## src/rtl/pix_ser_pkg.sv

```systemverilog
package pix_ser_pkg;
    localparam int BYTE_W = 8;
    localparam int PAL_N  = 8;
    localparam int PAL_AW = $clog2(PAL_N);
    localparam int RGB_W  = 3;

    typedef enum logic [1:0] {
        DEPTH_1  = 2'd0,
        DEPTH_2  = 2'd1,
        DEPTH_4  = 2'd2,
        DEPTH_4B = 2'd3
    } depth_e;

    // pixels contained in one byte for a depth code
    function automatic logic [3:0] pix_count(input logic [1:0] d);
        case (d)
            DEPTH_1: pix_count = 4'd8;
            DEPTH_2: pix_count = 4'd4;
            default: pix_count = 4'd2;
        endcase
    endfunction
endpackage

```

## src/rtl/pix_unpack.sv

```systemverilog
module pix_unpack
    import pix_ser_pkg::*;
(
    input  logic [BYTE_W-1:0] data_i,
    input  logic [1:0]        depth_i,
    input  logic [2:0]        pos_i,
    output logic [PAL_AW-1:0] index_o
);
    logic [PAL_AW-1:0] one_bpp  [8];
    logic [PAL_AW-1:0] two_bpp  [4];
    logic [PAL_AW-1:0] four_bpp [2];

    // one lane per pixel position; 4 bpp colour bit 3 is dropped here
    for (genvar k = 0; k < 8; k++) begin : g_one
        assign one_bpp[k] = {2'b00, data_i[7-k]};
    end
    for (genvar k = 0; k < 4; k++) begin : g_two
        assign two_bpp[k] = {1'b0, data_i[7-k], data_i[3-k]};
    end
    for (genvar k = 0; k < 2; k++) begin : g_four
        assign four_bpp[k] = {data_i[5-k], data_i[3-k], data_i[1-k]};
    end

    always_comb begin
        case (depth_i)
            DEPTH_1: index_o = one_bpp[pos_i];
            DEPTH_2: index_o = two_bpp[pos_i[1:0]];
            default: index_o = four_bpp[pos_i[0]];
        endcase
    end
endmodule

```

## src/rtl/pix_palette.sv

```systemverilog
module pix_palette
    import pix_ser_pkg::*;
(
    input  logic              clk,
    input  logic              rst_n,
    input  logic              we_i,
    input  logic [PAL_AW-1:0] widx_i,
    input  logic [RGB_W-1:0]  wval_i,
    input  logic [PAL_AW-1:0] ridx_i,
    output logic [RGB_W-1:0]  rval_o
);
    logic [RGB_W-1:0] pal_q [PAL_N];
    logic [RGB_W-1:0] pal_d [PAL_N];

    always_comb begin
        for (int i = 0; i < PAL_N; i++) begin
            pal_d[i] = pal_q[i];
        end
        if (we_i) begin
            pal_d[widx_i] = wval_i;
        end
    end

    always_ff @(posedge clk or negedge rst_n) begin
        if (!rst_n) begin
            for (int i = 0; i < PAL_N; i++) begin
                pal_q[i] <= RGB_W'(i);
            end
        end else begin
            for (int i = 0; i < PAL_N; i++) begin
                pal_q[i] <= pal_d[i];
            end
        end
    end

    assign rval_o = pal_q[ridx_i];

    // a written value is present in its entry one cycle later
    a_r10_write_lands: assert property (@(posedge clk) disable iff (!rst_n)
        we_i |=> (pal_q[$past(widx_i)] == $past(wval_i)));
endmodule

```

## src/rtl/pix_serializer.sv

```systemverilog
module pix_serializer
    import pix_ser_pkg::*;
#(
    parameter int SCALE_W = 3
) (
    input  logic               clk,
    input  logic               rst_n,
    input  logic [7:0]         byte_i,
    input  logic               byte_valid_i,
    input  logic [1:0]         depth_i,
    input  logic [SCALE_W-1:0] scale_i,
    input  logic               blank_i,
    input  logic               pal_we_i,
    input  logic [2:0]         pal_idx_i,
    input  logic [2:0]         pal_val_i,
    output logic [2:0]         rgb_o,
    output logic               busy_o
);
    localparam logic [SCALE_W-1:0] ONE = SCALE_W'(1);

    typedef struct packed {
        logic               busy;
        logic [7:0]         data;
        logic [1:0]         depth;
        logic [SCALE_W-1:0] scale;
        logic [2:0]         pos;
        logic [SCALE_W-1:0] cnt;
    } state_t;

    state_t st_d, st_q;
    logic [PAL_AW-1:0] index_w;
    logic [RGB_W-1:0]  colour_w;
    logic              last_pos_w;

    pix_unpack u_unpack (
        .data_i  (st_q.data),
        .depth_i (st_q.depth),
        .pos_i   (st_q.pos),
        .index_o (index_w)
    );

    pix_palette u_palette (
        .clk    (clk),
        .rst_n  (rst_n),
        .we_i   (pal_we_i),
        .widx_i (pal_idx_i),
        .wval_i (pal_val_i),
        .ridx_i (index_w),
        .rval_o (colour_w)
    );

    assign last_pos_w = ({1'b0, st_q.pos} == (pix_count(st_q.depth) - 4'd1));

    always_comb begin
        st_d = st_q;
        if (!st_q.busy) begin
            if (byte_valid_i) begin
                st_d.busy  = 1'b1;
                st_d.data  = byte_i;
                st_d.depth = depth_i;
                st_d.scale = (scale_i == '0) ? ONE : scale_i;
                st_d.pos   = 3'd0;
                st_d.cnt   = (scale_i == '0) ? ONE : scale_i;
            end
        end else if (!blank_i) begin
            if (st_q.cnt <= ONE) begin
                st_d.cnt = st_q.scale;
                if (last_pos_w) begin
                    st_d.busy = 1'b0;
                end else begin
                    st_d.pos = st_q.pos + 3'd1;
                end
            end else begin
                st_d.cnt = st_q.cnt - ONE;
            end
        end
    end

    always_ff @(posedge clk or negedge rst_n) begin
        if (!rst_n) begin
            st_q <= '0;
        end else begin
            st_q <= st_d;
        end
    end

    assign rgb_o  = (st_q.busy && !blank_i) ? colour_w : 3'b000;
    assign busy_o = st_q.busy;

    // a run only starts after an offered byte
    a_r7_load_needs_valid: assert property (@(posedge clk) disable iff (!rst_n)
        $rose(st_q.busy) |-> $past(byte_valid_i));
    // the held byte never changes during a run
    a_r7_no_reload: assert property (@(posedge clk) disable iff (!rst_n)
        st_q.busy |=> $stable(st_q.data));
    // blanking freezes position and hold count
    a_r9_blank_pause: assert property (@(posedge clk) disable iff (!rst_n)
        (st_q.busy && blank_i) |=> ($stable(st_q.pos) && $stable(st_q.cnt)));
    // position holds until the count expires
    a_r6_hold: assert property (@(posedge clk) disable iff (!rst_n)
        (st_q.busy && !blank_i && st_q.cnt > ONE) |=> $stable(st_q.pos));
    // position stays inside the byte's pixel count
    a_r4_pos_range: assert property (@(posedge clk) disable iff (!rst_n)
        st_q.busy |-> ({1'b0, st_q.pos} < pix_count(st_q.depth)));
endmodule

```

## config.mk

```make
export PLATFORM = sky130hd
export DESIGN_NAME = pix_serializer
export DESIGN_NICKNAME = d
export VERILOG_FILES = /design/src/rtl/pix_ser_pkg.sv /design/src/rtl/pix_unpack.sv /design/src/rtl/pix_palette.sv /design/src/rtl/pix_serializer.sv
export SDC_FILE = /design/constraint.sdc
export NUM_CORES = 1
export LEC_CHECK = 0
export ABC_AREA = 1
export BUFFER_PORTS_ARGS = -buffer_cell sky130_fd_sc_hd__clkbuf_2
export CAP_MARGIN = 20
export CORE_MARGIN = 5
export CORE_UTILIZATION = 28
export CTS_CLUSTER_DIAMETER = 200
export DETAILED_ROUTE_END_ITERATION = 10
export SLEW_MARGIN = 10
export SYNTH_ARGS = -nofsm -noshare
export SYNTH_HDL_FRONTEND = slang
export SYNTH_SLANG_ARGS = --single-unit
```

## constraint.sdc

```tcl
create_clock -name clk -period 4.88 [get_ports clk]
set_clock_uncertainty 0.1 [all_clocks]
set_input_delay 0.488 -clock clk [delete_from_list [all_inputs] [get_ports clk]]
set_output_delay 0.488 -clock clk [all_outputs]
set_load 0.05 [all_outputs]
```

Yosys cells after proc, flatten, opt, wreduce, memory -nomap -nowiden
Cells that the tools add are included.
Cells by class
  add/sub/neg operators: 3
  order comparisons: 7
  eq/ne operators: 5
  muxes and demuxes: 29
  bitwise gates (word level): 6
  reduce and logical (&&, ||, !) cells: 9
Operators by type and width (number)
  $mux 3: 15
  $bwmux 24: 1
  $mux 20: 1
  $bmux 3 s3: 2
  $ge 4x4->1 const B: 3
  $mux 6: 2
  $not 3->4: 3
  $demux 3 s3: 1
  $pmux 4 s2: 1
  $bmux 3 s2: 1
  $pmux 3 s2: 1
  $eq 3x4->1: 1
  $lt 4x1->1 const B: 1
  $mux 1: 4
  $ne 2x2->1 const B: 2
  $reduce_and 2->1: 2
  $reduce_and 4->1: 1
  $sub 4x1->4 const B: 1
  $add 3x1->3 const B: 1
  $ge 3x3->1 const B: 1
  $le 3x1->1 const B: 1
  $logic_not 3->1: 1
  $not 2->3: 1
  $sub 3x1->3 const B: 1
  other kinds (9): 10
Word-level totals
  register bits after elaboration: 44
  input port bits: 24
  output and inout bits: 4
  logic and storage cells: 73

Logic depth before layout (Yosys ltp)
  word-level depth: 10
  mapped depth: 12
  depth with buffers taken out: 11

Cells and area by module
A second synthesis with hierarchy kept.
Second synthesis, totals
  cells, all modules: 319
  area total of the unflattened synthesis: 2364.8 um2
By module, submodules not included
  pix_palette: instances 1, cells each 172, area each 1251.2 um2, sequential area each 615.6 um2
  pix_serializer: instances 1, cells each 121, area each 985.9 um2, sequential area each 500.5 um2
  pix_unpack: instances 1, cells each 26, area each 127.6 um2, sequential area each 0.0 um2

Worst setup path after synthesis
Ideal clock, no wire load.
  kind: register to output
  start point: register st_q[3] (netlist bit)
  end point: output port rgb_o[1]
  arrival: 1909 ps
  data required time: 4292 ps
  setup slack: 2383 ps
  stages on the path, launching flop included: 13
  path buffers: 1
  cells stage by stage: dfrtp_1 inv_2 nand2_2 nand3_1 nand2_2 nand2_2 nand3_4 buf_6 nand2_2 nand3_1 nand3_1 nand2_1 nor2_1
Between the ends
  word-level cells in the longest chain between the ends: 10
  elaborated cells between the ends (all ways): 18
  those cells by class: mux: 14; bitwise: 4
Ends and longest elaborated chain
  start: declaration: line pix_serializer.sv:30  | state_t st_d, st_q;
  start signal: assignment: line pix_serializer.sv:83  | st_q <= st_d;
  $not 3->4 (implied by the code) (tied with other cells): line pix_unpack.sv:26  | DEPTH_1: index_o = one_bpp[pos_i];
  $bmux 3 s3 (tied with other cells): line pix_unpack.sv:26
  $mux 3 (on tied branches) (2 in a row): line pix_unpack.sv:26, pix_unpack.sv:27, pix_unpack.sv:28
  $pmux 3 s2 (*): line pix_unpack.sv:25  | case (depth_i)
  $not 3->4 (implied by the code) (*): line pix_palette.sv:36  | assign rval_o = pal_q[ridx_i];
  $bmux 3 s3 (*): line pix_palette.sv:36
  $mux 3 (implied by the code) (*) (2 in a row): line pix_palette.sv:36
  $mux 3 (*): line pix_serializer.sv:87  | assign rgb_o = (st_q.busy && !blank_i) ? colour_w : 3'b000;
  end: declaration: line pix_serializer.sv:16  | output logic [2:0] rgb_o,
Mark *: on every way between the ends. The rest lies on a longest branch, timed or not. The select of a mux whose other input is x is not followed.

Worst setup path in the final report
Same ends and word-level chain as after synthesis.

==> results.cfg <==
[cells_and_area]
count_of_non_filler_cells_in_the_finished_layout = 438
layout-area-overhead-vs-synth_pct = 13.6
n_fill_cell = 860
post_route_cells_drive_above_1_share_pct = 17.4
net_total_in_the_final_layout = 358
design_area_final_mm2 = 0.00263
layout.core_utilization_pct = 32.3
diodes = 0

[clock_network]
cts-root-to-sink-buffers = 2
cts_setup_buffers = 0
numClockSinks = 44
cts_tree = built
cts.hold.buffers_added = 0
root_buffer = sky130_fd_sc_hd__clkbuf_8
clock_latency_reported_for_the_late_side_of_the_worst_skew_pair_ps = 300
clkTransAtPathRegs_ps = 90
cts_resized = 0
cts_made_buffers = 5
h_tree_levels = 2

[worst_setup_path]
timing.critical_path.cells = inv_2, nand2_1, nand2_1, nand2_1, nand3_4, nand2_2, nand3_1, nand3_1, nand2_1, nor2_1, clkbuf_2
path_buf_inv = 2
critical-path-slowest-cell = sky130_fd_sc_hd__dfrtp_1
cp_max_fo = 14
cp_data_arrival_time_ps = 2280
cell_type_group_with_the_largest_total_delay_on_the_critical_path = simple AND/OR/NAND/NOR gates
critPathKind = reg2out
critical_path.max_stage_delay_ps = 470
worstSetupStartpointType = flop
end_kind = output port
cp.required_ps = 4290
dominant_cell_type_by_count_on_the_critical_path = sky130_fd_sc_hd__nand2_1

[outcome]
status = completed

[global_route]
gr-total-overflow = 0
global_route.usage.total_pct = 11.3
grtUsageMet2_pct = 17.9
grt.met3_usage_pct = 2.21
grt_antenna_before_repair = 0
grt_pass1_wl_um = 9090
grt.busiest_layer = met2
grt_use_met1_pct = 15.3
maximum_number_of_pins_on_one_net_before_global_route_repair = 45
number_of_global_route_vias_before_repair = 1943

[place]
buffer_ports.inserted = 27
place.detailed.instances = 430
post-place-ws_ps = 2350
cell_area_placed_mm2 = 0.00254
place_congestion = 0.841
post-dp-hpwl_um = 3970

[logic_synthesis]
post_synth_main_area_contributors = sky130_fd_sc_hd__dfrtp_1 35%, sky130_fd_sc_hd__nand2_1 16%, sky130_fd_sc_hd__dfstp_2 14%
yosys.cell_count.top_type = sky130_fd_sc_hd__nand2_1
ys_seq_area_share_pct = 48.3
post_synth_fa_ha_maj_area_fraction_pct = 1.08
synth_top_family_by_area = simple AND/OR/NAND/NOR gates
synth-async-reset-ratio_pct = 100
yosysTopAreaCell = sky130_fd_sc_hd__dfrtp_1
syn-mean-instance-area_um2 = 7.63
synth_enable_flop_cells = 0
syn-num-nets = 329
synth_simple_gate_area_share_pct = 29.3
post_synth_instance_area_mm2 = 0.00231
syn_inst = 303
synth_commonest_cells = 96 x sky130_fd_sc_hd__nand2_1, 46 x sky130_fd_sc_hd__inv_1, 36 x sky130_fd_sc_hd__o21ai_0, 32 x sky130_fd_sc_hd__dfrtp_1, 21 x sky130_fd_sc_hd__nor2_1
ys_dominant_reg_cell = sky130_fd_sc_hd__dfrtp_1
ys_seq_elements = 44
synth_compound_area_share_pct = 11.4
synthDistinctLibCells = 24
yosys-mux-area-fraction_pct = 0
yosys.area_share.xor_xnor_pct = 0.379
yosysWarningCount = 0
yosysTopAreaCellShare_pct = 34.6

[worst_hold_path]
timing.hold.worst.class = in2async

[routing]
overall_via_count_from_detail_route = 1964
detail_route.drc_violations = 0
routedWlPerCell_um = 11.9
routed_via_density = 4.48
detail-route-antenna-nets = 0
detail_route.first_pass.iterations = 4
initialDrtViolationCount = 117
routed_wirelength_um = 5200

[job]
cap_viol_max_count = 0

[sta]
finalHoldWorstSlack_ps = 150
post_route_setup_slack_ps = 2010
timing.final.setup_violations = 0
grt_setup_unrepaired = no
maxSlewViolCount = 0
tightest_slew_ps = 567
setup_total_negative_slack_ps = 0
final_clock_period_utilization_by_the_worst_path_pct = 58.8
layout_min_cycle_time_ps = 2870
timing.fmax_ghz = 0.349
report.final.hold_viol_count = 0
worst_slew_margin_rel_pct = 62.2

[floorplan]
io-pin-count = 28
die_width_um = 101
placementRows = 33
die_area_mm2 = 0.0102
die_height_um = 101
design.core.area_mm2 = 0.00813
floorplan.initialDensity_pct = 28.4

[power]
ir_drop_uv = 216
power.total_mw = 1.63
p_per_area_mw_per_mm2 = 619
total_leakage_power_nw = 1.34
==> cells by family after synthesis <==
| family | count (synthesis) |
|---|---|
| buffers and inverters | 53 |
| flip-flops | 44 |
| AO/OA/AOI/OAI | 47 |
| adder cells (fa/ha/maj) | 2 |
| XOR/XNOR | 1 |
| AND/OR/NAND/NOR | 156 |
==> layout make-up <==
| class | count | area [um2] | share of cell area, % |
|---|---|---|---|
| multi-input combinational | 206 | 975 | 37.1 |
| sequential | 44 | 1120 | 42.5 |
| clock buffer | 6 | 72.6 | 2.76 |
| clock inverter | 2 | 12.5 | 0.476 |
| timing repair buffer | 28 | 143 | 5.43 |
| tap | 105 | 131 | 5.00 |
| inverter | 47 | 176 | 6.72 |
==> worst reg2reg max path, cell delays in order, from the launching register on <==
cell and delay, ps:
sky130_fd_sc_hd__dfrtp_1 420, sky130_fd_sc_hd__inv_1 100, sky130_fd_sc_hd__nand2_1 290, sky130_fd_sc_hd__inv_1 490
sky130_fd_sc_hd__o21ai_0 230, sky130_fd_sc_hd__o221ai_1 110
==> power by group <==
group | total (mW) | internal (mW) | switching (mW)
clock | 0.226 | 0.100 | 0.126
sequential | 0.574 | 0.499 | 0.0748
combinational | 0.826 | 0.264 | 0.562
==> flip-flops by register name, indices dropped and copies added, names as in the netlist <==
register         flops
busy_o               1
st_q                19
u_palette.pal_q     24
==> cells in the final DEF (no fill, tap or decap), drive strengths merged, types with 2 or more instances in the layout <==
cell,netlist,final
nand2,101,101
ha,2,2
clkbuf,2,33
dfstp,12,12
nor3,2,2
inv,47,47
nor2,21,21
o221ai,3,3
dfrtp,32,32
nand3,21,21
a21oi,5,5
nand4,11,11
o21ai,36,36
==> worst paths after layout <==
path	from	end	slack, ps	depth (start not counted)
setup / recovery	st_q[3]	rgb_o[1]	2010	11
hold / removal	rst_n	st_q[2]	150	2
setup reg to reg	busy_o	st_q[0]	3050	5
hold reg to reg	st_q[7]	st_q[7]	390	2
max in group asynchronous	rst_n	u_palette.pal_q[0]	4120	2
min in group clk	byte_i[4]	st_q[15]	280	3
==> layer usage <==
layer	up-vias	part of all wire, %
met4	0	1.5
met2	45	46
met1	889	48
li1	1024	-
met5	-	0
met3	6	4.8
No activity file was read; power rests on OpenSTA's default activity.
